$ cat src/rtl/tdm_pkg.sv
package tdm_pkg;

    localparam int SLOT_BITS  = 8;
    localparam int SLOT_COUNT = 2;
    localparam int FRAME_DATA = SLOT_BITS * SLOT_COUNT;
    localparam int SLOT_CW    = $clog2(FRAME_DATA + 1);
    localparam int FRAME_MAX  = 320;
    localparam int BITCNT_W   = $clog2(FRAME_MAX);
    localparam int DIV_W      = 16;

    typedef enum logic [1:0] {
        FMT_2M048 = 2'd0,
        FMT_256K  = 2'd1,
        FMT_512K  = 2'd2,
        FMT_2M560 = 2'd3
    } tdm_fmt_e;

    typedef struct packed {
        logic rise;
        logic fall;
    } bit_evt_t;

    function automatic int unsigned frame_bits(tdm_fmt_e f);
        case (f)
            FMT_2M048: return 256;
            FMT_256K:  return 32;
            FMT_512K:  return 64;
            default:   return 320;
        endcase
    endfunction

endpackage

$ cat src/rtl/tdm_bitclk.sv
module tdm_bitclk
    import tdm_pkg::*;
#(
    parameter int HALF_F1 = 12,
    parameter int HALF_F2 = 98,
    parameter int HALF_F3 = 49,
    parameter int HALF_F4 = 10
) (
    input  logic     clk,
    input  logic     rst,
    input  logic     master,
    input  tdm_fmt_e fmt,
    input  logic     bclk_in,
    output bit_evt_t evt,
    output logic     bclk_out,
    output logic     fs_out
);

    logic [DIV_W-1:0]    div_cnt;
    logic [DIV_W-1:0]    half_lim;
    logic [BITCNT_W-1:0] bitcnt;
    logic [BITCNT_W-1:0] last_bit;
    logic                bclk_r;
    logic                bclk_q;
    logic                m_tog;

    always_comb begin
        case (fmt)
            FMT_2M048: half_lim = DIV_W'(HALF_F1);
            FMT_256K:  half_lim = DIV_W'(HALF_F2);
            FMT_512K:  half_lim = DIV_W'(HALF_F3);
            default:   half_lim = DIV_W'(HALF_F4);
        endcase
        last_bit = BITCNT_W'(frame_bits(fmt) - 1);
    end

    assign m_tog = master && (div_cnt >= half_lim - DIV_W'(1));

    always_comb begin
        if (master) begin
            evt.rise = m_tog && !bclk_r;
            evt.fall = m_tog &&  bclk_r;
        end else begin
            evt.rise =  bclk_in && !bclk_q;
            evt.fall = !bclk_in &&  bclk_q;
        end
    end

    always_ff @(posedge clk) begin
        if (rst) begin
            div_cnt <= '0;
            bclk_r  <= 1'b0;
            bclk_q  <= 1'b0;
            bitcnt  <= '0;
        end else begin
            bclk_q <= bclk_in;
            if (!master) begin
                div_cnt <= '0;
                bclk_r  <= 1'b0;
                bitcnt  <= '0;
            end else begin
                if (m_tog) begin
                    div_cnt <= '0;
                    bclk_r  <= !bclk_r;
                end else begin
                    div_cnt <= div_cnt + DIV_W'(1);
                end
                if (evt.rise)
                    bitcnt <= (bitcnt >= last_bit) ? '0 : bitcnt + BITCNT_W'(1);
            end
        end
    end

    assign bclk_out = bclk_r;
    assign fs_out   = master && (bitcnt == last_bit);

    AST_FS_ONE_BIT: assert property (@(posedge clk) disable iff (rst)
        master && $past(master) && $stable(fmt) && $fell(fs_out) |-> $past(evt.rise));

    AST_SLAVE_QUIET: assert property (@(posedge clk) disable iff (rst)
        !master && !$past(master) |-> !bclk_out && !fs_out);

endmodule

$ cat src/rtl/tdm_tx_slots.sv
module tdm_tx_slots
    import tdm_pkg::*;
(
    input  logic                 clk,
    input  logic                 rst,
    input  bit_evt_t             evt,
    input  logic                 sync,
    input  logic [SLOT_BITS-1:0] b1,
    input  logic [SLOT_BITS-1:0] b2,
    output logic                 dx_out,
    output logic                 dx_oe
);

    logic [FRAME_DATA-1:0] sh;
    logic [SLOT_CW-1:0]    cnt;
    logic                  armed;
    logic                  rise;

    assign rise = evt.rise;

    always_ff @(posedge clk) begin
        if (rst) begin
            sh     <= '0;
            cnt    <= '0;
            armed  <= 1'b0;
            dx_out <= 1'b0;
        end else if (evt.fall && sync) begin
            sh    <= {b1, b2};
            armed <= 1'b1;
        end else if (evt.rise) begin
            if (armed || (cnt != '0 && cnt < SLOT_CW'(FRAME_DATA))) begin
                dx_out <= sh[FRAME_DATA-1];
                sh     <= {sh[FRAME_DATA-2:0], 1'b0};
                cnt    <= armed ? SLOT_CW'(1) : cnt + SLOT_CW'(1);
                armed  <= 1'b0;
            end else begin
                cnt <= '0;
            end
        end
    end

    assign dx_oe = (cnt != '0);

    AST_TX_START: assert property (@(posedge clk) disable iff (rst)
        $rose(dx_oe) |-> $past(rise));

    AST_TX_HOLD: assert property (@(posedge clk) disable iff (rst)
        !$past(rise) |-> $stable(dx_out));

endmodule

$ cat src/rtl/tdm_rx_slots.sv
module tdm_rx_slots
    import tdm_pkg::*;
(
    input  logic                 clk,
    input  logic                 rst,
    input  bit_evt_t             evt,
    input  logic                 sync,
    input  logic                 dr_in,
    output logic [SLOT_BITS-1:0] rx_data,
    output logic                 rx_chan,
    output logic                 rx_valid
);

    logic [SLOT_BITS-1:0] sh;
    logic [SLOT_CW-1:0]   cnt;
    logic [SLOT_BITS-1:0] nxt;
    logic                 fall;

    assign fall = evt.fall;
    assign nxt  = {sh[SLOT_BITS-2:0], dr_in};

    always_ff @(posedge clk) begin
        if (rst) begin
            sh       <= '0;
            cnt      <= '0;
            rx_data  <= '0;
            rx_chan  <= 1'b0;
            rx_valid <= 1'b0;
        end else begin
            rx_valid <= 1'b0;
            if (evt.fall) begin
                if (sync) begin
                    cnt <= SLOT_CW'(1);
                end else if (cnt != '0) begin
                    sh <= nxt;
                    if (cnt == SLOT_CW'(SLOT_BITS) || cnt == SLOT_CW'(FRAME_DATA)) begin
                        rx_data  <= nxt;
                        rx_valid <= 1'b1;
                        rx_chan  <= (cnt == SLOT_CW'(FRAME_DATA));
                    end
                    cnt <= (cnt == SLOT_CW'(FRAME_DATA)) ? '0 : cnt + SLOT_CW'(1);
                end
            end
        end
    end

    AST_RX_PULSE: assert property (@(posedge clk) disable iff (rst)
        rx_valid |=> !rx_valid);

    AST_RX_AFTER_FALL: assert property (@(posedge clk) disable iff (rst)
        $rose(rx_valid) |-> $past(fall));

endmodule

$ cat src/rtl/tdm_bport.sv
module tdm_bport
    import tdm_pkg::*;
#(
    parameter int HALF_F1 = 12,
    parameter int HALF_F2 = 98,
    parameter int HALF_F3 = 49,
    parameter int HALF_F4 = 10
) (
    input  logic       clk,
    input  logic       rst,
    input  logic       master,
    input  logic [1:0] fmt,
    input  logic       bclk_in,
    input  logic       fsx_in,
    input  logic       fsr_in,
    output logic       bclk_out,
    output logic       fs_out,
    input  logic [7:0] tx_b1,
    input  logic [7:0] tx_b2,
    output logic       dx_out,
    output logic       dx_oe,
    input  logic       dr_in,
    output logic [7:0] rx_data,
    output logic       rx_chan,
    output logic       rx_valid
);

    bit_evt_t evt;
    logic     tx_sync;
    logic     rx_sync;
    tdm_fmt_e fmt_e;

    assign fmt_e   = tdm_fmt_e'(fmt);
    assign tx_sync = master ? fs_out : fsx_in;
    assign rx_sync = master ? fs_out : fsr_in;

    tdm_bitclk #(
        .HALF_F1(HALF_F1), .HALF_F2(HALF_F2),
        .HALF_F3(HALF_F3), .HALF_F4(HALF_F4)
    ) u_clk (
        .clk(clk), .rst(rst), .master(master), .fmt(fmt_e),
        .bclk_in(bclk_in), .evt(evt), .bclk_out(bclk_out), .fs_out(fs_out)
    );

    tdm_tx_slots u_tx (
        .clk(clk), .rst(rst), .evt(evt), .sync(tx_sync),
        .b1(tx_b1), .b2(tx_b2), .dx_out(dx_out), .dx_oe(dx_oe)
    );

    tdm_rx_slots u_rx (
        .clk(clk), .rst(rst), .evt(evt), .sync(rx_sync), .dr_in(dr_in),
        .rx_data(rx_data), .rx_chan(rx_chan), .rx_valid(rx_valid)
    );

endmodule

$ cat config.mk
export PLATFORM = sky130hd
export DESIGN_NAME = tdm_bport
export DESIGN_NICKNAME = d
export VERILOG_FILES = /design/src/rtl/tdm_pkg.sv /design/src/rtl/tdm_bitclk.sv /design/src/rtl/tdm_tx_slots.sv /design/src/rtl/tdm_rx_slots.sv /design/src/rtl/tdm_bport.sv
export SDC_FILE = /design/constraint.sdc
export NUM_CORES = 1
export LEC_CHECK = 0
export BUFFER_PORTS_ARGS = -buffer_cell sky130_fd_sc_hd__buf_2
export CORE_AREA = 2 2 91 93
export DETAILED_ROUTE_END_ITERATION = 12
export DIE_AREA = 0 0 93 95
export PLACE_DENSITY_LB_ADDON = 0.15
export SLEW_MARGIN = 20
export SYNTH_ARGS = -nofsm -noshare
export SYNTH_HDL_FRONTEND = slang
export SYNTH_SLANG_ARGS = --single-unit
$ cat constraint.sdc
create_clock -name clk -period 4.6 [get_ports clk]
set_clock_uncertainty 0.05 [all_clocks]
set_input_delay 1.15 -clock clk [delete_from_list [all_inputs] [get_ports clk]]
set_output_delay 1.15 -clock clk [all_outputs]
set_load 0.05 [all_outputs]
==> results of run 1 <==
==> how the worst max path moves through the flow <==
| stage | to | from | slack, ps | depth (start not counted) |
|---|---|---|---|---|
| after floorplan | fs_out | fmt[0] | 530 | 6 |
| after global placement | u_clk.bitcnt[7] | fmt[0] | 650 | 12 |
| after detailed placement | u_clk.bitcnt[7] | fmt[0] | 520 | 12 |
| after CTS | fs_out | fmt[0] | 610 | 8 |
| after global routing | fs_out | fmt[0] | 480 | 8 |
| final | fs_out | fmt[0] | 640 | 8 |
==> state kept, by name (all words and copies together) (netlist names) <==
name            flops
u_clk.div_cnt      16
u_tx.sh            16
u_clk.bitcnt        9
u_rx.rx_data        8
u_rx.sh             7
u_rx.cnt            5
u_tx.cnt            5
u_clk.bclk_out      1
u_clk.bclk_q        1
u_rx.rx_chan        1
u_rx.rx_valid       1
u_tx.armed          1
u_tx.dx_out         1
==> per-stage QoR <==
step / util / std cells / hold slack, ps / worst slack (ps)
after detailed placement: 0.4800 / 522 / 398.8 / 520.6
final: 0.5043 / 538 / 413.6 / 639.9
after CTS: 0.5043 / 538 / 415.5 / 611.3
after global routing: 0.5043 / 538 / 443.1 / 480.9
after floorplan: - / 390 / 377.1 / 532.4
after global placement: 0.4800 / 522 / 391.3 / 645.2
==> worst max-delay path, stage by stage <==
cell and delay (ps):
buf_2 110, inv_1 100, ha_1 190, inv_1 90
ha_1 300, nand4_1 120, nor4_2 360, buf_2 340
==> cell usage after synthesis, types with 2 or more instances <==
library cell / n
o21a_1: 16
nor2b_1: 4
or4_2: 2
a21o_1: 4
or3_1: 5
or4_1: 4
nand2_1: 29
clkbuf_1: 11
o31ai_1: 3
nand2b_1: 3
nor3_1: 18
o21ai_0: 11
inv_1: 35
nor4_1: 3
a21oi_1: 20
xor2_1: 7
xnor2_1: 5
o211a_1: 2
dfxtp_1: 72
nor3b_1: 3
a211oi_1: 4
a22o_1: 14
nand3_1: 11
nand4_1: 5
nor2_1: 21
buf_2: 3
a31oi_1: 2
buf_6: 2
conb_1: 2
mux2i_1: 17
and3_1: 2
ha_1: 23
==> placed cells by master (no fill, tap or decap), types with 4 or more instances in the layout <==
| cell type | instances |
|---|---|
| or3_1 | 5 |
| nor2_1 | 21 |
| ha_1 | 23 |
| buf_2 | 38 |
| xor2_1 | 7 |
| a22o_1 | 14 |
| buf_4 | 5 |
| o21a_1 | 16 |
| a21oi_1 | 20 |
| o21ai_0 | 11 |
| dfxtp_1 | 72 |
| a21o_1 | 4 |
| nand3_1 | 11 |
| a211oi_1 | 4 |
| clkbuf_8 | 9 |
| nor2b_1 | 4 |
| inv_1 | 35 |
| mux2i_1 | 17 |
| or4_1 | 4 |
| nand4_1 | 5 |
| nor3_1 | 18 |
| xnor2_1 | 5 |
| conb_1 | 8 |
| nand2_1 | 29 |
==> per-layer routing <==
metal / part of all wire / track usage / wire (um) / up-vias
li1: - / - / - / 1440
met1: 0.50 / 0.2102 / 3304 / 1253
met2: 0.44 / 0.2603 / 2888 / 41
met3: 0.041 / 0.03591 / 268 / 11
met4: 0.019 / 0.06618 / 125 / 0
met5: 0 / 0 / 0 / -
==> layout make-up <==
type | instances | area share
inverter | 36 | 0.03380
sequential | 72 | 0.3606
tap | 105 | 0.03286
multi-input combinational | 266 | 0.4676
clock buffer | 9 | 0.03099
timing repair buffer | 43 | 0.05696
clock inverter | 7 | 0.01721
==> logic make-up after synthesis <==
| logic type | count (synthesis) | synth area share |
|---|---|---|
| AO/OA/AOI/OAI | 86 | 0.1785 |
| XOR/XNOR | 12 | 0.03017 |
| adder cells (fa/ha/maj) | 23 | 0.08262 |
| buffers and inverters | 52 | 0.06142 |
| flip-flops | 72 | 0.4138 |
| multiplexers | 18 | 0.05208 |
| other | 2 | 0.002156 |
| AND/OR/NAND/NOR | 119 | 0.1792 |
==> power breakdown <==
part / switching (mW) / internal [mW] / leakage (nW)
clock: 0.278 / 0.214 / 0.101
sequential: 0.00433 / 0.631 / 0.584
combinational: 0.0480 / 0.0298 / 0.983
total: 0.330 / 0.875 / 1.67
==> results by group, run 1 <==
Setup path
  – RR Endpoint: u_clk.bitcnt[7]
  – Worst r2r src: u_clk.div_cnt[7]
  – R2R cell count: 8
  – CP max FO: 3
  – CP startpoint kind: primary input
  – Worst Path Required: 3400 ps
  – Kind of end point of the critical path: primary output
  – Worst Setup Path Type: in -> out
  – R2r setup slk: 1820 ps
  – Critical Path AT: 2760 ps

Clocking
  – CTS Buf Count: 9
  – Post-CTS setup buffers: 0
  – Clock Pin Slew Worst Setup and Hold Paths: 90 ps
  – Post-CTS Hold Fix Bufs: 0
  – Post-CTS Resized: 0
  – Deepest clock path buffer count: 2
  – CTS HTree Levels: 3
  – Clock Sinks: 72
  – Clock Latency Late Sink: 350 ps
  – CTS tree: built
  – CTS Root Cell: clkbuf_8

Pwr
  – P_leak: 1.667 nW
  – Pwr Total: 1.205 mW
  – Worst VDD drop: 0.0001821 V
  – PwrDens: 301.4 nW/um2

Timing
  – Final hold vios: 0
  – Tightest Pin Transition: 635.8 ps
  – Final slew viol count: 0
  – Fin Setup TNS: 0 ps
  – RSZ-0062 raised after global routing: no
  – Tcrit/Tclk final: 0.8609
  – Setup violators final: 0
  – FMAX: 252.5 MHz
  – Relative slew slack: 0.5733
  – Min Tclk post-route: 3960 ps

Worst hold path
  – Worst min path class: reg -> reg
  – Hold Path Sink: u_rx.rx_data[1]
  – Min-delay src: u_rx.rx_data[1]
  – Hold Path Depth: 2

Synthesis
  – Synth Register Bits: 72
  – Area of the mapped netlist: 3483 um2
  – Largest cells by area after synthesis: dfxtp_1 41%, ha_1 8.3%, mux2i_1 4.9%, inv_1 3.8%, a22o_1 3.5%
  – Ys async rst share: 0
  – Area share of the largest cell type after synthesis: 0.4138
  – Main synth FF type: dfxtp_1
  – Post-synth top area cell: dfxtp_1
  – Seq/Total Area, Yosys: 0.4138
  – Post-Synthesis Cells: 384
  – Yosys warnings: 0
  – Number of synthesized flops with an enable pin: 0
  – Synth cell types: 53
  – Syn avg cell area: 9.071 um2

Placement
  – Routability cong.: 0.8307
  – Port bufs: 38
  – Detail Placement HPWL: 4.697 mm
  – Post-DP Area: 3805 um2

Route
  – Initial DRC Count: 83
  – WL final: 6.586 mm
  – DR WL/cell: 12.24 um
  – DR vias/cell: 5.102
  – Post-route DRC: 0
  – Post-route ant nets: 0
  – Via Count: 2,745
  – Drt first pass iters: 4

Global routing
  – First-pass GRT wire length: 11.46 mm
  – GRT Total Usage: 0.1615
  – Initial antenna violation count: 0
  – Largest net degree at the start of global routing: 33
  – Vias in the first global route: 2,595
  – Grt ovf: 0

Floorplan
  – # rows: 33
  – Initial Util: 0.4394
  – Die Area: 8835 um2
  – Num ports: 39
  – Chip width: 93 um
  – Die H: 95 um
  – Core area: 7928 um2

Status
  – Status: complete, no violations

Finish
  – Fillers: 793
  – Seq. cell area: 1441 um2
  – Final #Nets: 476
  – Fraction of final layout cells with drive strength greater than 1: 0.1709
  – Area occupied by multi-input gates: 1869 um2
  – Area grow syn2layout: 14.76%
  – Final std cell area, no fill: 3998 um2
  – N_diodes: 0

Job
  – Max Cap Violations: 0
(Power assumes the default switching activity.)
==> run 2: changes to the inputs <==
--- a/config.mk
+++ b/config.mk
@@ -8,4 +8,5 @@
 export BUFFER_PORTS_ARGS = -buffer_cell sky130_fd_sc_hd__buf_2
 export CORE_AREA = 2 2 91 93
+export CTS_CLUSTER_SIZE = 10
 export DETAILED_ROUTE_END_ITERATION = 12
 export DIE_AREA = 0 0 93 95
--- a/constraint.sdc
+++ b/constraint.sdc
@@ -3,3 +3,3 @@
 set_input_delay 1.15 -clock clk [delete_from_list [all_inputs] [get_ports clk]]
 set_output_delay 1.15 -clock clk [all_outputs]
-set_load 0.05 [all_outputs]
+set_load 0.1 [all_outputs]
==> run 2 against run 1 <==
Compared with the run above: via count down 0.29%; first-iteration DRC count rose by 14%; worst hold slack got worse by 7.4 ps; critical path type unchanged; largest cell class unchanged.
==> results by group, run 2 (same netlist as run 1, synthesis figures left out) <==
Setup path
  – Worst Setup SP: fmt[0]
  – CP max stage delay: 480 ps
  – Family with the most delay on the worst path: buffers and inverters
  – Critical Path AT: 2850 ps
  – CP max FO: 3
  – CP startpoint kind: primary input
  – Kind of end point of the critical path: primary output
  – Slowest-stage cell, CP: buf_2
  – Critical path cell sequence: buf_2, inv_1, ha_1, inv_1, ha_1, nand4_1, nor4_4, buf_2
  – Critical path buffer and inverter count: 4
  – Worst r2r src: u_clk.div_cnt[7]
  – Worst Path Required: 3400 ps
  – Worst Setup Path Type: in -> out

Route
  – Via Count: 2,737
  – DR vias/cell: 5.078
  – Initial DRC Count: 95
  – DR WL/cell: 12.27 um
  – Post-route ant nets: 0
  – Drt first pass iters: 4
  – WL final: 6.615 mm
  – Post-route DRC: 0

Job
  – Max Cap Violations: 0

Floorplan
  – # rows: 33
  – Chip width: 93 um
  – Die H: 95 um
  – Core area: 7928 um2
  – Die Area: 8835 um2
  – Initial Util: 0.4394
  – Num ports: 39

Placement
  – Routability cong.: 0.7996
  – Detail Placement HPWL: 4.628 mm
  – Post-DP Area: 3821 um2
  – Worst slack, placed: 543.6 ps
  – Port bufs: 38

Global routing
  – Vias in the first global route: 2,554
  – First-pass GRT wire length: 11.30 mm
  – Grt ovf: 0
  – GRT Total Usage: 0.1598
  – Initial antenna violation count: 0
  – Largest net degree at the start of global routing: 34

Clocking
  – Deepest clock path buffer count: 2
  – Post-CTS Resized: 0
  – Clock Latency Late Sink: 350 ps
  – Clock Pin Slew Worst Setup and Hold Paths: 80 ps
  – CTS Buf Count: 9
  – CTS Root Cell: clkbuf_8
  – CTS HTree Levels: 3
  – CTS tree: built
  – Post-CTS Hold Fix Bufs: 0
  – Clock Sinks: 72
  – Post-CTS setup buffers: 0

Finish
  – Most frequent cells in the layout: 72 x dfxtp_1, 38 x buf_2, 35 x inv_1
  – Fraction of final layout cells with drive strength greater than 1: 0.1728
  – Final std cell area, no fill: 4024 um2
  – Largest registers: u_clk.div_cnt x16, u_tx.sh x16, u_clk.bitcnt x9
  – Most common cell after layout, fill and taps aside: dfxtp_1
  – Final #Nets: 477
  – Area grow syn2layout: 15.52%
  – N_diodes: 0

Timing
  – Hold WS: 406.2 ps
  – RSZ-0062 raised after global routing: no
  – Tcrit/Tclk final: 0.8805
  – Final hold vios: 0
  – Relative slew slack: 0.5346
  – PnR worst setup slack: 549.5 ps
  – FMAX: 246.9 MHz
  – Fin Setup TNS: 0 ps
  – Final slew viol count: 0
  – Setup violators final: 0
  – Tightest Pin Transition: 693.5 ps
  – Min Tclk post-route: 4050 ps

Status
  – Status: complete, no violations

Pwr
  – Worst VDD drop: 0.0001494 V
  – P_leak: 1.672 nW
  – PwrDens: 304.9 nW/um2
  – Pwr Total: 1.227 mW

Worst hold path
  – Min-delay src: u_tx.sh[15]
  – Worst min path class: reg -> reg
run 2: changes by cell type in the layout (fill, tap and decap cells not counted), sizes merged:
cell,change
buf,+1
inv,-4
clkinvlp,+3
bufinv,+1
run 2: tightest hold or removal path: cells and delay by family (launching register included):
kind | cells | cell delay [ps]
AOI/OAI and AO/OA | 1 | 50
DFF | 1 | 310
and+or+nand+nor | 1 | 50
run 2: area by class of cell:
type	count	area [um2]
Clock buffer	9	123.9
Timing Repair Buffer	44	235.2
Tap cell	105	131.4
Fill cell	787	3904
Clock inverter	7	78.83
Inverter	36	135.1
Multi-Input combinational cell	266	1878
Sequential cell	72	1441
run 2: final timing paths:
check,depth (start not counted),endpoint,slack [ps]
setup / recovery,8,fs_out,550
hold / removal,2,u_tx.dx_out,410
setup reg to reg,8,u_clk.bitcnt[7],1910
hold reg to reg,2,u_tx.dx_out,410
run 2: power by group:
part | leakage, nW | internal [mW] | switching (mW)
registers | 0.584 | 0.631 | 0.00437
clock network | 0.0925 | 0.255 | 0.256
logic | 0.996 | 0.0300 | 0.0505
total | 1.67 | 0.916 | 0.311
run 2: stage by stage:
| stage | instances | util |
|---|---|---|
| 2_1_floorplan | 390 | - |
| 3_3_place_gp | 523 | 0.4820 |
| 3_5_place_dp | 523 | 0.4820 |
| 4_1_cts | 539 | 0.5076 |
| 5_1_grt | 539 | 0.5076 |
| 6_report | 539 | 0.5076 |
run 2: layer usage:
metal | vias to the layer above | share of wire | global-route usage
met2 | 39 | 0.44 | 0.2524
met3 | 8 | 0.033 | 0.03352
met1 | 1250 | 0.51 | 0.2087
met4 | 0 | 0.017 | 0.07721
li1 | 1440 | - | -
met5 | - | 0 | 0
==> run 3: changes to the inputs <==
Settings changed: REMOVE_ABC_BUFFERS set to 1.
==> run 3 against run 2 <==
Compared with the run above: cell area is 2.0% higher; final cell count is 0.19% higher; die area stayed put; register-to-register slack worse by 20 ps; critical path depth is 1 higher; total power is 12% higher; sequential cell count stayed put; utilization is 0.99 points higher; routed wire length is 1.1% higher; fmax is 5.1% higher.
==> results by group, run 3 (same netlist as run 1, synthesis figures left out) <==
Status
  – Status: complete, no violations

Finish
  – Util after Layout: 0.5175
  – Cell Count, Final, Fillers Out: 540
  – Largest registers: u_clk.div_cnt x16, u_tx.sh x16, u_clk.bitcnt x9
  – Area grow syn2layout: 17.78%
  – Fraction of final layout cells with drive strength greater than 1: 0.1724
  – Final #Nets: 479
  – Fillers: 749
  – Most frequent cells in the layout: 72 x dfxtp_1, 37 x buf_2, 35 x inv_1
  – N_diodes: 0
  – Most common cell after layout, fill and taps aside: dfxtp_1

Pwr
  – PwrDens: 335.9 nW/um2
  – P_leak: 1.718 nW
  – Pwr Total: 1.378 mW
  – Worst VDD drop: 0.0001770 V

Clocking
  – Post-CTS Resized: 0
  – CTS tree: built
  – CTS HTree Levels: 3
  – Post-CTS Hold Fix Bufs: 0
  – CTS Root Cell: clkbuf_8
  – Deepest clock path buffer count: 2
  – Clock Pin Slew Worst Setup and Hold Paths: 80 ps
  – Post-CTS setup buffers: 0
  – Clock Latency Late Sink: 340 ps
  – Clock Sinks: 72
  – CTS Buf Count: 9

Placement
  – Routability cong.: 0.8536
  – Port bufs: 38
  – Detail Placement HPWL: 4.729 mm
  – Worst slack, placed: 607.8 ps
  – Placed cells: 525

Route
  – Initial DRC Count: 79
  – Post-route ant nets: 0
  – DR WL/cell: 12.39 um
  – Via Count: 2,786
  – WL final: 6.689 mm
  – Drt first pass iters: 4
  – DR vias/cell: 5.159
  – Post-route DRC: 0

Timing
  – Tightest Pin Transition: 644.8 ps
  – Min Tclk post-route: 3853 ps
  – Final hold vios: 0
  – RSZ-0062 raised after global routing: no
  – FMAX: 259.5 MHz
  – Final slew viol count: 0
  – Hold WS: 403.3 ps
  – Setup violators final: 0
  – PnR worst setup slack: 746.8 ps
  – Tcrit/Tclk final: 0.8376
  – Relative slew slack: 0.5673

Floorplan
  – Num ports: 39
  – Die H: 95 um
  – Core area: 7928 um2
  – # rows: 33
  – Initial Util: 0.4394
  – Die Area: 8835 um2
  – Chip width: 93 um

Setup path
  – CP max stage delay: 300 ps
  – Slowest-stage cell, CP: ha_1
  – CP startpoint kind: primary input
  – Kind of end point of the critical path: primary output
  – Critical path cell sequence: buf_2, inv_1, ha_1, inv_1, ha_1, nand4_1, nor4_1, buf_4, buf_12
  – Critical Path AT: 2650 ps
  – Worst Path Required: 3400 ps
  – CP max FO: 3
  – Worst Setup Path Type: in -> out

Global routing
  – First-pass GRT wire length: 11.40 mm
  – Vias in the first global route: 2,535
  – Largest net degree at the start of global routing: 33
  – Grt ovf: 0
  – GRT Total Usage: 0.1632
  – Initial antenna violation count: 0

Job
  – Max Cap Violations: 0

Worst hold path
  – Worst min path class: reg -> reg
run 3: changes by cell type in the layout (fill, tap and decap cells not counted):
cell,before,now
buf_12,0,1
buf_2,38,37
buf_4,6,8
bufinv_16,1,4
clkbuf_8,9,10
clkinvlp_4,3,0
inv_6,2,0
nor4_1,2,3
nor4_4,1,0
run 3: where the power goes:
| part | switching [mW] | leakage, nW | internal [mW] |
|---|---|---|---|
| registers | 0.00450 | 0.584 | 0.631 |
| logic | 0.0499 | 1.00 | 0.0301 |
| clock network | 0.235 | 0.133 | 0.428 |
| total | 0.289 | 1.72 | 1.09 |
run 3: metrics by stage:
stage                     instance area [um2]  setup TNS [ps]
final                                    4103               0
after global routing                     4103               0
after CTS                                4103               0
after detailed placement                 3836               0
after global placement                   3836               0
after floorplan                          3427          -62420
run 3: cell type report:
cell class / count / area [um2] / share of cell area
flip-flops and latches: 72 / 1441 / 0.3513
well taps: 105 / 131.4 / 0.03202
repair buffers: 46 / 265.3 / 0.06465
clock inverters: 5 / 128.9 / 0.03141
clock buffers: 10 / 137.6 / 0.03355
inverters: 36 / 135.1 / 0.03294
multi-input cells: 266 / 1863 / 0.4541
run 3: critical path: cells and delay by family:
kind	cells	cell delay (ps)
adder cells (fa/ha/maj)	2	490
AND/OR/NAND/NOR	2	340
buffers and inverters	5	660
run 3: layer usage:
layer | up-vias | share of wire | GRT usage
met4 | 0 | 0.014 | 0.08211
li1 | 1445 | - | -
met5 | - | 0 | 0
met3 | 6 | 0.044 | 0.03990
met2 | 55 | 0.44 | 0.2536
met1 | 1280 | 0.50 | 0.2115
run 3: worst paths after layout:
| check | start | endpoint | slack, ps | depth (start not counted) |
|---|---|---|---|---|
| setup / recovery | fmt[0] | fs_out | 750 | 9 |
| hold / removal | u_tx.sh[15] | u_tx.dx_out | 400 | 2 |
| setup reg to reg | u_clk.div_cnt[7] | u_clk.bitcnt[7] | 1890 | 8 |
| hold reg to reg | u_tx.sh[15] | u_tx.dx_out | 400 | 2 |
